--- config.mk ---
export PLATFORM = sky130hd
export DESIGN_NAME = staircase_gate_gen
export DESIGN_NICKNAME = d
export VERILOG_FILES = /design/src/rtl/sgg_pkg.sv /design/src/rtl/sgg_phase_ctrl.sv /design/src/rtl/sgg_level_path.sv /design/src/rtl/staircase_gate_gen.sv
export SDC_FILE = /design/constraint.sdc
export NUM_CORES = 1
export LEC_CHECK = 0
export BUFFER_PORTS_ARGS = -buffer_cell sky130_fd_sc_hd__buf_2
export CORE_MARGIN = 4
export CORE_UTILIZATION = 30
export DETAILED_ROUTE_END_ITERATION = 7
export GPL_ROUTABILITY_DRIVEN = 0
export MAX_ROUTING_LAYER = met4
export PLACE_DENSITY = 0.53
export SLEW_MARGIN = 20
export SYNTH_ARGS = -nofsm -noshare
export SYNTH_HDL_FRONTEND = slang
export SYNTH_SLANG_ARGS = --single-unit
--- constraint.sdc ---
create_clock -name clk -period 12.2 [get_ports clk]
set_clock_uncertainty 0.1 [all_clocks]
set_input_delay 0.61 -clock clk [delete_from_list [all_inputs] [get_ports clk]]
set_output_delay 0.61 -clock clk [all_outputs]
set_load 0.01 [all_outputs]
--- src/rtl/sgg_pkg.sv ---
package sgg_pkg;
  localparam int PHASE_W    = 16;
  localparam int NUM_ANGLES = 6;
  localparam int GATE_W     = 9;
  localparam int LEVEL_W    = 4;

  typedef struct packed {
    logic run;
    logic loadAngles;
  } ctrl_t;
endpackage

--- src/rtl/sgg_phase_ctrl.sv ---
module sgg_phase_ctrl
  import sgg_pkg::*;
#(
  parameter int PW = PHASE_W
) (
  input  logic          clk,
  input  logic          rst,
  input  logic          enable,
  input  logic [PW-1:0] phaseInc,
  output logic [PW-1:0] phase,
  output ctrl_t         ctl,
  output logic          cycleStart
);
  logic [PW:0] phaseSum;

  assign phaseSum       = {1'b0, phase} + {1'b0, phaseInc};
  assign ctl.run        = enable;
  assign ctl.loadAngles = !enable || phaseSum[PW];

  always_ff @(posedge clk or posedge rst) begin
    if (rst) begin
      phase      <= '0;
      cycleStart <= 1'b0;
    end else if (!enable) begin
      phase      <= '0;
      cycleStart <= 1'b0;
    end else begin
      phase      <= phaseSum[PW-1:0];
      cycleStart <= phaseSum[PW];
    end
  end

  // idle restarts the phase and keeps the strobe low
  assert_idle_restart_R1: assert property (@(posedge clk) disable iff (rst)
    !enable |=> (phase == '0 && !cycleStart));

  // after a wrap the phase sits below the step that caused it
  assert_wrap_small_R10: assert property (@(posedge clk) disable iff (rst)
    (enable && cycleStart) |-> (phase < $past(phaseInc)));
endmodule

--- src/rtl/sgg_level_path.sv ---
module sgg_level_path
  import sgg_pkg::*;
#(
  parameter int PW = PHASE_W,
  parameter int NA = NUM_ANGLES,
  parameter int GW = GATE_W,
  parameter int LW = LEVEL_W
) (
  input  logic                  clk,
  input  logic                  rst,
  input  ctrl_t                 ctl,
  input  logic [PW-1:0]         phase,
  input  logic [NA-1:0][PW-1:0] angles,
  output logic signed [LW-1:0]  level,
  output logic [GW-1:0]         gates
);
  localparam logic [PW-1:0] HALF_TURN = PW'(1) << (PW - 1);
  localparam logic [GW-1:0] ZERO_LOW  = 9'b000001100;
  localparam logic [GW-1:0] ZERO_HIGH = 9'b000000011;

  logic [NA-1:0][PW-1:0] shadow;
  logic [PW-1:0]         foldPh;
  logic [NA-1:0]         passed;
  logic [LW-1:0]         magn;
  logic                  negHalf;
  logic                  lastPos;
  logic signed [LW-1:0]  levelNext;
  logic [GW-1:0]         gatesNext;
  logic [1:0]            sPair;
  logic [2:0]            sMid;

  always_ff @(posedge clk or posedge rst) begin
    if (rst) shadow <= '0;
    else if (ctl.loadAngles) shadow <= angles;
  end

  // fold the second quarter back onto the first
  assign foldPh = phase[PW-2] ? (HALF_TURN - {1'b0, phase[PW-2:0]})
                              : {1'b0, phase[PW-2:0]};

  for (genvar i = 0; i < NA; i++) begin : g_cmp
    assign passed[i] = foldPh >= shadow[i];
  end

  assign magn      = LW'($countones(passed));
  assign negHalf   = phase[PW-1] && (magn != '0);
  assign levelNext = negHalf ? -$signed(magn) : $signed(magn);

  always_comb begin
    sPair = magn[0] ? 2'b10 : 2'b01;
    case (magn)
      4'd1, 4'd2: sMid = 3'b001;
      4'd3, 4'd4: sMid = 3'b100;
      default:    sMid = 3'b010;
    endcase
    if (magn == '0) gatesNext = lastPos ? ZERO_HIGH : ZERO_LOW;
    else            gatesNext = {sPair, sMid, negHalf ? 4'b0110 : 4'b1001};
  end

  always_ff @(posedge clk or posedge rst) begin
    if (rst) begin
      level   <= '0;
      gates   <= '0;
      lastPos <= 1'b0;
    end else if (!ctl.run) begin
      level   <= '0;
      gates   <= '0;
      lastPos <= 1'b0;
    end else begin
      level <= levelNext;
      gates <= gatesNext;
      if (magn != '0) lastPos <= !negHalf;
    end
  end

  // four switches on for any nonzero level
  assert_four_on_R9: assert property (@(posedge clk) disable iff (rst)
    (level != 0) |-> ($countones(gates) == 4));

  // idle drives nothing
  assert_idle_quiet_R1: assert property (@(posedge clk) disable iff (rst)
    !ctl.run |=> (gates == '0 && level == 0));

  // a zero level uses one of the two shorting states or is idle
  assert_zero_state_R8: assert property (@(posedge clk) disable iff (rst)
    (level == 0) |-> (gates == ZERO_LOW || gates == ZERO_HIGH || gates == '0));

  // leaving a positive level into zero picks the lower pair
  assert_zero_after_pos_R8: assert property (@(posedge clk) disable iff (rst)
    (level > 0 && ctl.run) |=> (level != 0 || gates == ZERO_HIGH || gates == '0));

  // shadow angles only move on a load strobe
  assert_shadow_hold_R10: assert property (@(posedge clk) disable iff (rst)
    !ctl.loadAngles |=> $stable(shadow));
endmodule

--- src/rtl/staircase_gate_gen.sv ---
module staircase_gate_gen
  import sgg_pkg::*;
(
  input  logic                                  clk,
  input  logic                                  rst,
  input  logic                                  enable,
  input  logic [PHASE_W-1:0]                    phaseInc,
  input  logic [NUM_ANGLES-1:0][PHASE_W-1:0]    angles,
  output logic [GATE_W-1:0]                     gates,
  output logic signed [LEVEL_W-1:0]             level,
  output logic                                  cycleStart
);
  logic [PHASE_W-1:0] phase;
  ctrl_t              ctl;

  sgg_phase_ctrl #(.PW(PHASE_W)) u_ctrl (
    .clk(clk), .rst(rst), .enable(enable), .phaseInc(phaseInc),
    .phase(phase), .ctl(ctl), .cycleStart(cycleStart)
  );

  sgg_level_path #(.PW(PHASE_W), .NA(NUM_ANGLES), .GW(GATE_W), .LW(LEVEL_W)) u_path (
    .clk(clk), .rst(rst), .ctl(ctl), .phase(phase), .angles(angles),
    .level(level), .gates(gates)
  );
endmodule

Word level (Yosys, flattened, before mapping)
Cells that the tools add are included.
{ "classes": {"addsub": 8, "mul": 0, "n_div": 0, "n_lt_le_gt_ge": 6, "eq_ne": 5, "n_shift": 0, "muxes": 13, "bitwise_logic": 0, "reduce_logical": 8} }
{ "op_table": {"columns": ["operator", "n"], "rows": [
  ["16-bit greater-or-equal comparator", 6],
  ["16-bit two-way mux", 2],
  ["9-bit two-way mux", 2],
  ["16-bit by 16-bit adder with 17-bit output", 1],
  ["4-bit two-way mux", 4],
  ["16-bit by 15-bit subtractor with 16-bit output, first input constant", 1],
  ["4-bit adder", 2],
  ["4-bit by 2-bit equality test with 1-bit output, second input constant", 2],
  ["1-bit by 1-bit adder with 2-bit output", 3],
  ["3-bit one-hot mux with 2 select lines", 1],
  ["4-bit by 1-bit equality test with 1-bit output, second input constant", 1],
  ["4-bit by 3-bit equality test with 1-bit output, second input constant", 1],
  ["4-bit zero test", 1],
  ["4-bit negator", 1],
  ["4-bit nonzero test", 1],
  ["2-bit OR reduction", 2],
  ["1-bit two-way mux", 3],
  ["1-bit zero test", 2],
  ["2-bit two-way mux", 1],
  ["2-bit by 1-bit != test with 1-bit output, second input constant", 1],
  ["1-bit logical AND", 1],
  ["1-bit logical OR", 1]
]} }
{ "totals": {"regBits": 127, "latch_bits": 0, "mem_bits_rw": 0, "rom_bits": 0, "input_bits": 115, "out_inout_bits": 14, "wordCells": 51, "memories": 0} }

Logic depth before layout (Yosys ltp)
Gate-level depths: netlist of the first run.
{ "depth": {"ltp_word": 11, "ltp_mapped": 25, "ltp_nobuf": 25} }

Cells and area by module
A second synthesis of the first run with hierarchy kept.
{ "hier_totals": {"hier_cells": 861, "area_unflattened_um2": 7913.8} }
{ "modules_own_cells": {"columns": ["module", "n_inst", "cells_each", "area_per_inst_um2", "seq_area_each_um2"], "rows": [
  ["sgg_level_path", 1, 724, 6615.1, 2752.6],
  ["sgg_phase_ctrl", 1, 137, 1298.7, 425.4]
]} }

Worst setup path before layout of the first run
Ideal clock, no wire load.
{ "synth_timing": {"path_kind": "register to register", "from": "register u_ctrl.phase[0]", "to": "register u_path.level[2]", "setup_ns": 0.072, "arrival_time_ns": 4.589, "slack_ns": 7.438, "path_stages_with_launch": 21, "synth_period_minus_slack_ns": 4.762, "cell_sequence": "dfrtp_1 -> inv_1 -> ha_1 -> nand2b_1 -> nand3b_1 -> or3_1 -> nor4b_1 -> ha_1 -> nand4_1 -> nor4_1 -> a221oi_1 -> o21ai_0 -> ha_1 -> inv_1 -> fa_1 -> clkbuf_1 -> nor2b_1 -> ha_1 -> nor2_1 -> a21oi_1 -> nor2_1"} }
{ "synth_between": {"elab_chain_len": 10} }
{ "synth_lines": {"columns": ["element", "line", "source"], "rows": [
  ["from (decl)", "sgg_phase_ctrl.sv:10", "output logic [PW-1:0] phase,"],
  ["from (signal assigned)", "sgg_phase_ctrl.sv:28", "phase <= phaseSum[PW-1:0];"],
  ["16-bit by 15-bit subtractor with 16-bit output", "sgg_level_path.sv:38", "assign foldPh = phase[PW-2] ? (HALF_TURN - {1'b0, phase[PW-2:0]})"],
  ["16-bit two-way mux (*)", "sgg_level_path.sv:38", null],
  ["16-bit greater-or-equal comparator", "sgg_level_path.sv:42", "assign passed[i] = foldPh >= shadow[i];"],
  ["1-bit by 1-bit adder with 2-bit output (implied by the code)", "sgg_level_path.sv:45", "assign magn = LW'($countones(passed));"],
  ["4-bit adder (implied by the code)", "sgg_level_path.sv:45", null],
  ["4-bit adder (implied by the code) (*)", "sgg_level_path.sv:45", null],
  ["branches (longest 2 deep; another with 4-bit negator)", null, null],
  ["4-bit two-way mux (*)", "sgg_level_path.sv:47", "assign levelNext = negHalf ? -$signed(magn) : $signed(magn);"],
  ["4-bit two-way mux (*)", "sgg_level_path.sv:65", "end else if (!ctl.run) begin"],
  ["to (signal assigned)", "sgg_level_path.sv:70", "level <= levelNext;"],
  ["to (decl)", "sgg_level_path.sv:14", "output logic signed [LW-1:0] level,"]
]} }
Mark *: on every way between the ends.
A chain may end at the register's enable or synchronous reset.

Worst setup path after layout of the first run
{ "layout_timing": {"from": "register u_ctrl.phase[0]", "to": "register u_path.gates[5]"} }
{ "layout_between": {"elab_chain_len": 11} }
{ "layout_lines": {"columns": ["element", "line", "source"], "rows": [
  ["16-bit by 15-bit subtractor with 16-bit output", "sgg_level_path.sv:38", null],
  ["16-bit two-way mux (*)", "sgg_level_path.sv:38", null],
  ["16-bit greater-or-equal comparator", "sgg_level_path.sv:42", null],
  ["1-bit by 1-bit adder with 2-bit output (implied by the code)", "sgg_level_path.sv:45", null],
  ["4-bit adder (implied by the code)", "sgg_level_path.sv:45", null],
  ["4-bit adder (implied by the code) (*)", "sgg_level_path.sv:45", null],
  ["4-bit by 2-bit equality test with 1-bit output, or another cell as far along", "sgg_level_path.sv:51", "case (magn)"],
  ["2-bit OR reduction", "sgg_level_path.sv:51", null],
  ["3-bit one-hot mux with 2 select lines", "sgg_level_path.sv:51", null],
  ["9-bit two-way mux (*)", "sgg_level_path.sv:56", "if (magn == '0) gatesNext = lastPos ? ZERO_HIGH : ZERO_LOW;"],
  ["9-bit two-way mux (*)", "sgg_level_path.sv:65", null],
  ["to (signal assigned)", "sgg_level_path.sv:71", "gates <= gatesNext;"],
  ["to (decl)", "sgg_level_path.sv:15", "output logic [GW-1:0] gates"]
]} }
Mark *: on every way between the ends. The rest lies on a longest branch, timed or not.

==> results of run 1 <==
-- placed cells by master (no fill, tap or decap), types with 5 or more instances in the layout --
| cell | netlist | final |
|---|---|---|
| nand2b_1 | 15 | 15 |
| nand2_1 | 30 | 30 |
| o21a_1 | 6 | 6 |
| conb_1 | 1 | 6 |
| ha_1 | 121 | 121 |
| nor4_1 | 5 | 5 |
| nand3_1 | 14 | 14 |
| mux2i_1 | 5 | 5 |
| buf_2 | 5 | 128 |
| xnor2_1 | 18 | 17 |
| a21oi_1 | 41 | 41 |
| a21o_1 | 37 | 37 |
| buf_4 | 2 | 5 |
| inv_1 | 104 | 103 |
| a211o_1 | 5 | 5 |
| nand4_1 | 16 | 16 |
| clkbuf_16 | 0 | 17 |
| mux2_4 | 40 | 40 |
| dfrtp_1 | 126 | 126 |
| o21ai_0 | 24 | 24 |
| a221oi_1 | 5 | 5 |
| mux2_2 | 56 | 56 |
| nor2_1 | 24 | 24 |
-- where the power goes --
group | switching, uW | internal (uW)
sequential | 100 | 560
clock | 189 | 287
combinational | 835 | 694
total | 1120 | 1540
-- metal layers --
layer | vias up | GRT usage, % | share of wire [%]
met1 | 2784 | 20.6 | 49
met4 | 0 | 3.73 | 1.2
met3 | 22 | 3.02 | 4.6
li1 | 2959 | - | -
met2 | 142 | 22.6 | 45
met5 | - | - | 0
-- worst reg2reg max path, stage by stage, from the launching register on --
cell	delay (ns)
dfrtp_1	0.39
inv_1	0.25
ha_1	0.24
nand2b_1	0.10
nand3b_1	0.21
or3_1	0.40
nor4b_2	0.81
ha_1	0.40
nand4_1	0.12
nor4_1	0.06
a221oi_1	0.24
o21ai_0	0.26
ha_1	0.37
inv_1	0.05
fa_1	0.38
inv_1	0.07
ha_1	0.17
ha_1	0.27
ha_1	0.24
a2111oi_0	0.32
-- cell families (layout without fill, tap and decap cells) --
logic type	Yosys count	after routing	synth area share, %
AO/OA/AOI/OAI	141	141	11.3
flip-flops	126	126	38.1
adder cells (fa/ha/maj)	124	124	19.0
AND/OR/NAND/NOR	123	123	7.58
buffers and inverters	122	268	6.07
multiplexers	101	101	15.5
XOR/XNOR	22	22	2.33
other	1	6	0.0453
-- metrics by stage --
step	hold WS (ns)	std cells	cell area (um2)	utilization [%]
2_1_floorplan	0.381	765	8290	-
3_3_place_gp	0.392	1222	9300	34.4
3_5_place_dp	0.396	1222	9300	34.4
4_1_cts	0.275	1252	9830	36.4
5_1_grt	0.301	1252	9840	36.4
6_report	0.237	1252	9840	36.4
-- final cells by class --
type / instances / area (um2)
Fill cell: 2735 / 17200
Multi-Input combinational cell: 517 / 4650
Sequential cell: 126 / 3150
Timing Repair Buffer: 133 / 678
Clock buffer: 23 / 468
Tap cell: 341 / 427
Inverter: 105 / 397
Clock inverter: 7 / 65.1
-- state kept, by name (all words and copies together) (netlist names) --
register           cells
u_ctrl.phase          16
u_path.lastPos         1
u_ctrl.cycleStart      1
u_path.level           4
u_path.gates           8
u_path.shadow         96
-- final timing paths --
path	cells after the start	end	startpoint	slack [ns]
max	19	u_path.gates[5]$_DFF_PP0_	u_ctrl.phase[0]$_DFF_PP0_	6.63
min	2	u_ctrl.phase[11]$_DFF_PP0_	rst	0.24
max reg2reg	19	u_path.gates[5]$_DFF_PP0_	u_ctrl.phase[0]$_DFF_PP0_	6.63
min reg2reg	1	u_path.shadow[62]$_DFFE_PP0P_	u_path.shadow[62]$_DFFE_PP0P_	0.40
max in group asynchronous	3	u_path.shadow[29]$_DFFE_PP0P_	rst	10.37
min in group clk	2	u_path.shadow[85]$_DFFE_PP0P_	angles[85]	0.32
==> run_results.csv, run 1 <==
group,metric,value,unit
outcome,status,"finished clean",
setup_path,cpMaxStageDelayCell,"nor4b_2",
finish,n_antenna_cell,0,
setup_path,crit_type,"flop to flop",
sta,hold_viol,0,
route,vias_per_cell,4.72,
clocking,cts_buffers,17,
logic_synthesis,yosys.cell_count.top_type,"dfrtp_1",
grt,grt_overflow,0,
logic_synthesis,yosysTopAreaCellShare,38.1,%
setup_path,critical_path.top_delay_family,"adder cells",
die,core_area,27000,um2
power,p_total,2660,uW
logic_synthesis,yosys.area.top_type,"dfrtp_1",
clocking,holdBufCountCts,0,
clocking,cts-root-buf,"clkbuf_16",
sta,final.period_utilization,45.6,%
grt,antenna_found_initial,0,
sta,fin_setup_tns,0,ns
power,ir_worst_vdd,0.0000980,V
grt,grt_pass1_vias,6156,
logic_synthesis,ys_seq_elements,126,
clocking,cts_resized,0,
job,maxCapViolations,0,
sta,slew_viol_final,0,
sta,setup_ws,6.63,ns
logic_synthesis,ys.flop_type,"dfrtp_1",
logic_synthesis,async_flop_share,100,%
clocking,cts_setup_buffers,0,
route,num_vias,5907,
grt,grt_pass1_wl,34100,um
power,p_leak,0.00527,uW
sta,setup-violations-final,0,
power,power.density,271,nW/um2
sta,relSlewSlack,28.3,%
sta,fmax,0.180,GHz
setup_path,cp_max_fo,7,
die,initial_core_util,30.6,%
placement,place_ws,6.61,ns
logic_synthesis,syn_area,8270,um2
logic_synthesis,synth_edf_count,0,
logic_synthesis,seq_area_frac_synth,38.1,%
route,routed_wl,21600,um
clocking,cts_tree,"yes",
setup_path,slowest_delay,0.81,ns
setup_path,crit_chain,"inv_1, ha_1, nand2b_1, nand3b_1, or3_1, nor4b_2, ha_1, nand4_1, nor4_1, a221oi_1, o21ai_0, ha_1, inv_1, fa_1, inv_1, ha_1, ha_1, ha_1, a2111oi_0",
sta,rsz0062_at_grt,"false",
die,rows,60,
logic_synthesis,ys_types,51,
logic_synthesis,avgSynthCellArea,10.9,um2
setup_path,critPathBufInv,3,
route,drc_errors,0,
grt,grt_use_total,14.9,%
setup_path,crit_path_end_kind,"flop",
logic_synthesis,synth_cells,760,
placement,portBuffers,128,
sta,tightest_slew,1.07,ns
logic_synthesis,synthTopCellsByCount,"dfrtp_1 (126), ha_1 (121), inv_1 (104)",
worst_hold_path,min_path_type,"primary input to asynchronous set/reset pin",
grt,grt_max_degree,70,
die,dieArea,30300,um2
placement,hpwl,16100,um
finish,drive_above_1_share,29.1,%
route,ant_nets,0,
logic_synthesis,netlist_top_cells_area,"dfrtp_1 (38%), ha_1 (18%), mux2_2 (7.6%)",
sta,fin_crit,5.57,ns
finish,syn_to_final_growth,19.0,%
clocking,clock_sinks,126,
die,die_w,174,um
clocking,clock_path_buffers,2,
setup_path,worst_ep_arrival_time,5.75,ns
die,die_h,174,um
route,drtIter0Drc,289,
die,pin_count,129,
setup_path,start_kind,"flop",
clocking,path_clk_slew,0.06,ns
route,drt-wirelength-per-cell,17.2,um
setup_path,required,12.38,ns
logic_synthesis,yosys_warnings,0,
route,firstDrtPassIters,7,
clocking,htreeDepth,4,
finish,finalNetCount,1139,
setup_path,cp_common_cell,"ha_1",
clocking,clk_latency,0.42,ns
Power figures use the tool's default switching activity.
==> run 2: changes to the inputs <==
==> constraint.sdc (replaced) <==
create_clock -name clk -period 5.6 [get_ports clk]
set_clock_uncertainty 0.1 [all_clocks]
set_input_delay 0.28 -clock clk [delete_from_list [all_inputs] [get_ports clk]]
set_output_delay 0.28 -clock clk [all_outputs]
set_load 0.01 [all_outputs]
==> run_results.csv, run 2 (synthesized netlist as in run 1, its figures left out) <==
group,metric,value,unit
finish,n_fill_cell,2688,
setup_path,start_kind,"flop",
sta,setup-violations-final,0,
grt,antenna_found_initial,0,
setup_path,required,5.84,ns
job,maxCapViolations,0,
route,drt-wirelength-per-cell,16.8,um
finish,finalNetCount,1231,
die,initial_core_util,30.6,%
setup_path,cp_common_cell,"ha_1",
grt,grt_pass1_wl,36600,um
finish,final_cell_mix,"buf_2 (128), dfrtp_1 (126), ha_1 (121)",
sta,relSlewSlack,33.7,%
die,die_h,174,um
power,power.density,566,nW/um2
die,pin_count,129,
route,vias_per_cell,4.65,
finish,top_register,"u_path.shadow",
route,drtIter0Drc,297,
route,routed_wl,22600,um
die,rows,60,
grt,grt_pass1_vias,6653,
setup_path,slowest_delay,0.76,ns
placement,place_ws,0.428,ns
finish,largestRegisters,"u_path.shadow (96), u_ctrl.phase (16), u_path.gates (8)",
placement,hpwl,16800,um
sta,holdWs,0.0147,ns
grt,grt_max_degree,51,
finish,layout_commonest_cell,"buf_2",
sta,fin_crit,5.18,ns
clocking,cts_resized,0,
setup_path,cp_max_fo,10,
finish,syn_to_final_growth,31.2,%
clocking,cts_buffers,17,
setup_path,crit_type,"flop to flop",
sta,tightest_slew,0.987,ns
grt,grt_overflow,0,
power,p_leak,0.00571,uW
setup_path,worst_ep_arrival_time,5.42,ns
route,drc_errors,0,
setup_path,crit_chain,"or3_1, nand3b_1, o41ai_1, xnor2_1, ha_1, a21o_1, a21o_1, a221oi_1, o21ai_0, ha_1, inv_1, fa_1, nor2b_1, ha_1, nor2_1, a21oi_1, nor2_1",
die,die_w,174,um
finish,n_antenna_cell,0,
die,core_area,27000,um2
grt,grt_use_total,15.9,%
setup_path,startpoint,"u_ctrl.phase[1]$_DFF_PP0_",
placement,portBuffers,128,
route,firstDrtPassIters,4,
sta,rsz0062_at_grt,"false",
sta,fmax,0.193,GHz
clocking,path_clk_slew,0.06,ns
sta,fin_setup_tns,0,ns
setup_path,cpMaxStageDelayCell,"fa_1",
clocking,clk_latency,0.42,ns
sta,final.period_utilization,92.6,%
clocking,clock_path_buffers,2,
clocking,clock_sinks,126,
clocking,cts_tree,"yes",
die,dieArea,30300,um2
setup_path,worstReg2RegStart,"u_ctrl.phase[1]$_DFF_PP0_",
outcome,status,"finished clean",
route,ant_nets,0,
clocking,htreeDepth,4,
sta,setup_ws,0.416,ns
setup_path,ff2ff_setup_slack,0.42,ns
clocking,cts-root-buf,"clkbuf_16",
finish,drive_above_1_share,27.9,%
setup_path,crit_path_end_kind,"flop",
route,num_vias,6258,
worst_hold_path,hold_start,"angles[63]",
sta,slew_viol_final,0,
worst_hold_path,min_path_type,"primary input to flop",
sta,hold_viol,0,
finish,largest_register_ff_count,96,
power,ir_worst_vdd,0.000260,V
-- run 2: cell types whose count changed in the layout (fill, tap and decap cells not counted), sizes merged --
cell	delta
buf	+12
bufinv	+4
clkbuf	-1
clkinv	-1
dlygate4sd3	+80
-- run 2: layout make-up --
cell class	instances	area, um2	area share (%)
Sequential cell	126	3150	29.1
Inverter	105	397	3.66
Tap cell	341	427	3.93
Clock buffer	22	474	4.37
Timing Repair Buffer	225	1570	14.5
Clock inverter	10	184	1.70
Multi-Input combinational cell	517	4650	42.8
-- run 2: power breakdown --
part	switching, uW	internal, uW	total [uW]
clock	432	825	1260
sequential	217	1220	1440
combinational	1860	1590	3450
-- run 2: final timing paths --
kind,depth (start not counted),endpoint
setup / recovery,17,u_path.level[2]$_DFF_PP0_
hold / removal,2,u_path.shadow[63]$_DFFE_PP0P_
setup reg to reg,17,u_path.level[2]$_DFF_PP0_
hold reg to reg,1,u_path.shadow[70]$_DFFE_PP0P_
max in group asynchronous,4,u_path.shadow[30]$_DFFE_PP0P_
min in group asynchronous,3,u_path.shadow[53]$_DFFE_PP0P_
-- run 2: worst max-delay path: cells and delay by family (launching register included) --
family	cells	cell delay [ns]
compound gates	6	1.18
xor+xnor	1	0.46
buf+inv	1	0.05
flops	1	0.42
fa+ha+maj	4	1.75
simple gates	5	1.12
-- run 2: repair_timing --
| item | CTS | global route |
|---|---|---|
| hold endpoints to repair | 106 | 2 |
| buffers inserted | 0 | 0 |
| hold buffers | 78 | 2 |
-- run 2: stage by stage --
step	std cells	cell area, um2	power [uW]	utilization (%)
floorplan	765	8290	3890	-
global placement	1234	9390	4810	34.8
detailed placement	1234	9390	4860	34.8
CTS	1344	10800	6210	40.1
global route	1346	10900	6750	40.1
finish	1346	10900	6140	40.1
-- run 2: metal layers --
layer / part of all wire (%) / wire, um / vias to the layer above / global-route usage (%)
met5: 0 / 0 / - / -
met4: 1.3 / 294 / 0 / 4.45
met3: 3.5 / 798 / 24 / 2.65
met2: 45 / 10200 / 111 / 24.4
met1: 50 / 11300 / 2977 / 21.7
li1: - / - / 3146 / -
==> run 3: changes to the inputs <==
--- a/config.mk
+++ b/config.mk
@@ -8,6 +8,7 @@
 export BUFFER_PORTS_ARGS = -buffer_cell sky130_fd_sc_hd__buf_2
 export CORE_MARGIN = 4
 export CORE_UTILIZATION = 30
+export CTS_BUF_LIST = sky130_fd_sc_hd__clkbuf_16
 export DETAILED_ROUTE_END_ITERATION = 7
 export GPL_ROUTABILITY_DRIVEN = 0
 export MAX_ROUTING_LAYER = met4
==> run_results.csv, run 3 (synthesized netlist as in run 1, its figures left out) <==
group,metric,value,unit
setup_path,slowest_delay,0.75,ns
finish,drive_above_1_share,27.6,%
power,p_sw,2510,uW
power,pwr-share-clk,19.9,%
grt,grt_use_total,15.9,%
power,p_int,3590,uW
placement,place_area,9390,um2
clocking,htreeDepth,4,
job,maxCapViolations,0,
route,vias_per_cell,4.66,
setup_path,critPathBufInv,1,
die,die_w,174,um
route,drt-wirelength-per-cell,16.8,um
finish,stdcell_area,10800,um2
power,power_frac_seq,23.5,%
outcome,status,"finished clean",
setup_path,crit_path_end_kind,"flop",
finish,finalNetCount,1231,
clocking,path_clk_slew,0.06,ns
setup_path,start_kind,"flop",
setup_path,cpMaxStageDelayCell,"fa_1",
die,rows,60,
clocking,clock_path_buffers,2,
power,p_leak,0.00570,uW
clocking,cts_tree,"yes",
grt,grt_overflow,0,
power,swShare,41.1,%
setup_path,crit_type,"flop to flop",
finish,syn_to_final_growth,30.9,%
grt,grt_max_degree,51,
placement,portBuffers,128,
grt,grt_pass1_wl,36600,um
die,core_area,27000,um2
sta,setup-violations-final,0,
finish,final_cell_mix,"buf_2 (128), dfrtp_1 (126), ha_1 (121)",
finish,register_area,3150,um2
sta,relSlewSlack,33.7,%
route,drc_errors,0,
clocking,cts_resized,0,
sta,hold_viol,0,
route,firstDrtPassIters,4,
die,initial_core_util,30.6,%
die,dieArea,30300,um2
finish,largest_register_ff_count,96,
finish,largestRegisters,"u_path.shadow (96), u_ctrl.phase (16), u_path.gates (8)",
clocking,cts-root-buf,"clkbuf_16",
finish,layout_commonest_cell,"buf_2",
sta,tightest_slew,0.987,ns
sta,fmax,0.193,GHz
route,ant_nets,0,
power,comb_power_share,56.6,%
sta,slew_viol_final,0,
power,ir_worst_vdd,0.000260,V
placement,hpwl,16800,um
die,pin_count,129,
setup_path,cp_common_cell,"ha_1",
grt,grt_pass1_vias,6648,
route,num_vias,6272,
sta,final.period_utilization,92.5,%
clocking,holdBufCountCts,78,
sta,fin_crit,5.18,ns
setup_path,cp_max_fo,10,
power,power.density,563,nW/um2
finish,multiInputGateArea,4650,um2
clocking,cts_setup_buffers,0,
finish,n_fill_cell,2694,
clocking,clock_sinks,126,
setup_path,critical_path.top_delay_family,"adder cells",
clocking,clk_latency,0.42,ns
finish,n_antenna_cell,0,
die,die_h,174,um
route,drtIter0Drc,279,
setup_path,crit_chain,"or3_1, nand3b_1, o41ai_1, xnor2_1, ha_1, a21o_1, a21o_1, a221oi_1, o21ai_0, ha_1, inv_1, fa_1, nor2b_1, ha_1, nor2_1, a21oi_1, nor2_1",
grt,antenna_found_initial,0,
clocking,cts_buffers,17,
setup_path,worst_ep_arrival_time,5.42,ns
finish,top_register,"u_path.shadow",
sta,fin_setup_tns,0,ns
worst_hold_path,min_path_type,"primary input to flop",
setup_path,required,5.84,ns
route,routed_wl,22600,um
sta,rsz0062_at_grt,"false",
## run 3: cell count changes in the layout (fill, tap and decap cells not counted), sizes merged
cell    previous run  this run
clkbuf            22        17
clkinv             4         7
inv              104       106
## run 3: path summary, 6_finish.rpt
| check | start | to | slack [ns] | depth (start not counted) |
|---|---|---|---|---|
| setup / recovery | u_ctrl.phase[1]$_DFF_PP0_ | u_path.level[2]$_DFF_PP0_ | 0.42 | 17 |
| hold / removal | angles[20] | u_path.shadow[20]$_DFFE_PP0P_ | 0.009 | 2 |
| min in group asynchronous | rst | u_path.shadow[53]$_DFFE_PP0P_ | 0.31 | 3 |
| setup reg to reg | u_ctrl.phase[1]$_DFF_PP0_ | u_path.level[2]$_DFF_PP0_ | 0.42 | 17 |
| max in group asynchronous | rst | u_path.shadow[30]$_DFFE_PP0P_ | 4.05 | 4 |
| hold reg to reg | u_path.shadow[70]$_DFFE_PP0P_ | u_path.shadow[70]$_DFFE_PP0P_ | 0.41 | 1 |
## run 3: final cells by class
cell class | instances | share of cell area (%)
Multi-Input combinational cell | 517 | 42.9
Sequential cell | 126 | 29.1
Inverter | 105 | 3.67
Clock inverter | 15 | 1.87
Clock buffer | 17 | 3.93
Tap cell | 341 | 3.94
Timing Repair Buffer | 225 | 14.5
## run 3: metrics by stage
step / power [uW] / setup slack [ns] / std cells / hold slack (ns) / utilization, %
3_3_place_gp: 4810 / 0.489 / 1234 / 0.230 / 34.8
6_report: 6100 / 0.420 / 1346 / 0.00930 / 40.0
2_1_floorplan: 3890 / 0.838 / 765 / 0.328 / -
4_1_cts: 6170 / 0.382 / 1344 / 0.00151 / 40.0
3_5_place_dp: 4860 / 0.428 / 1234 / 0.228 / 34.8
5_1_grt: 6700 / 0.0246 / 1346 / 0.00263 / 40.0
## run 3: routing by layer
metal / vias to the layer above / global-route usage (%) / wire, um
met5: - / - / 0
met4: 0 / 4.45 / 278
li1: 3145 / - / -
met3: 20 / 2.63 / 845
met2: 118 / 24.4 / 10200
met1: 2989 / 21.6 / 11300
## run 3: power by group through the flow
stage | clock network [uW] | registers, uW | logic [uW]
after floorplan | 0 | 1380 | 2500
after global placement | 0 | 1450 | 3360
after detailed placement | 0 | 1450 | 3410
after CTS | 1240 | 1440 | 3490
after global routing | 1280 | 1480 | 3950
final | 1210 | 1440 | 3450
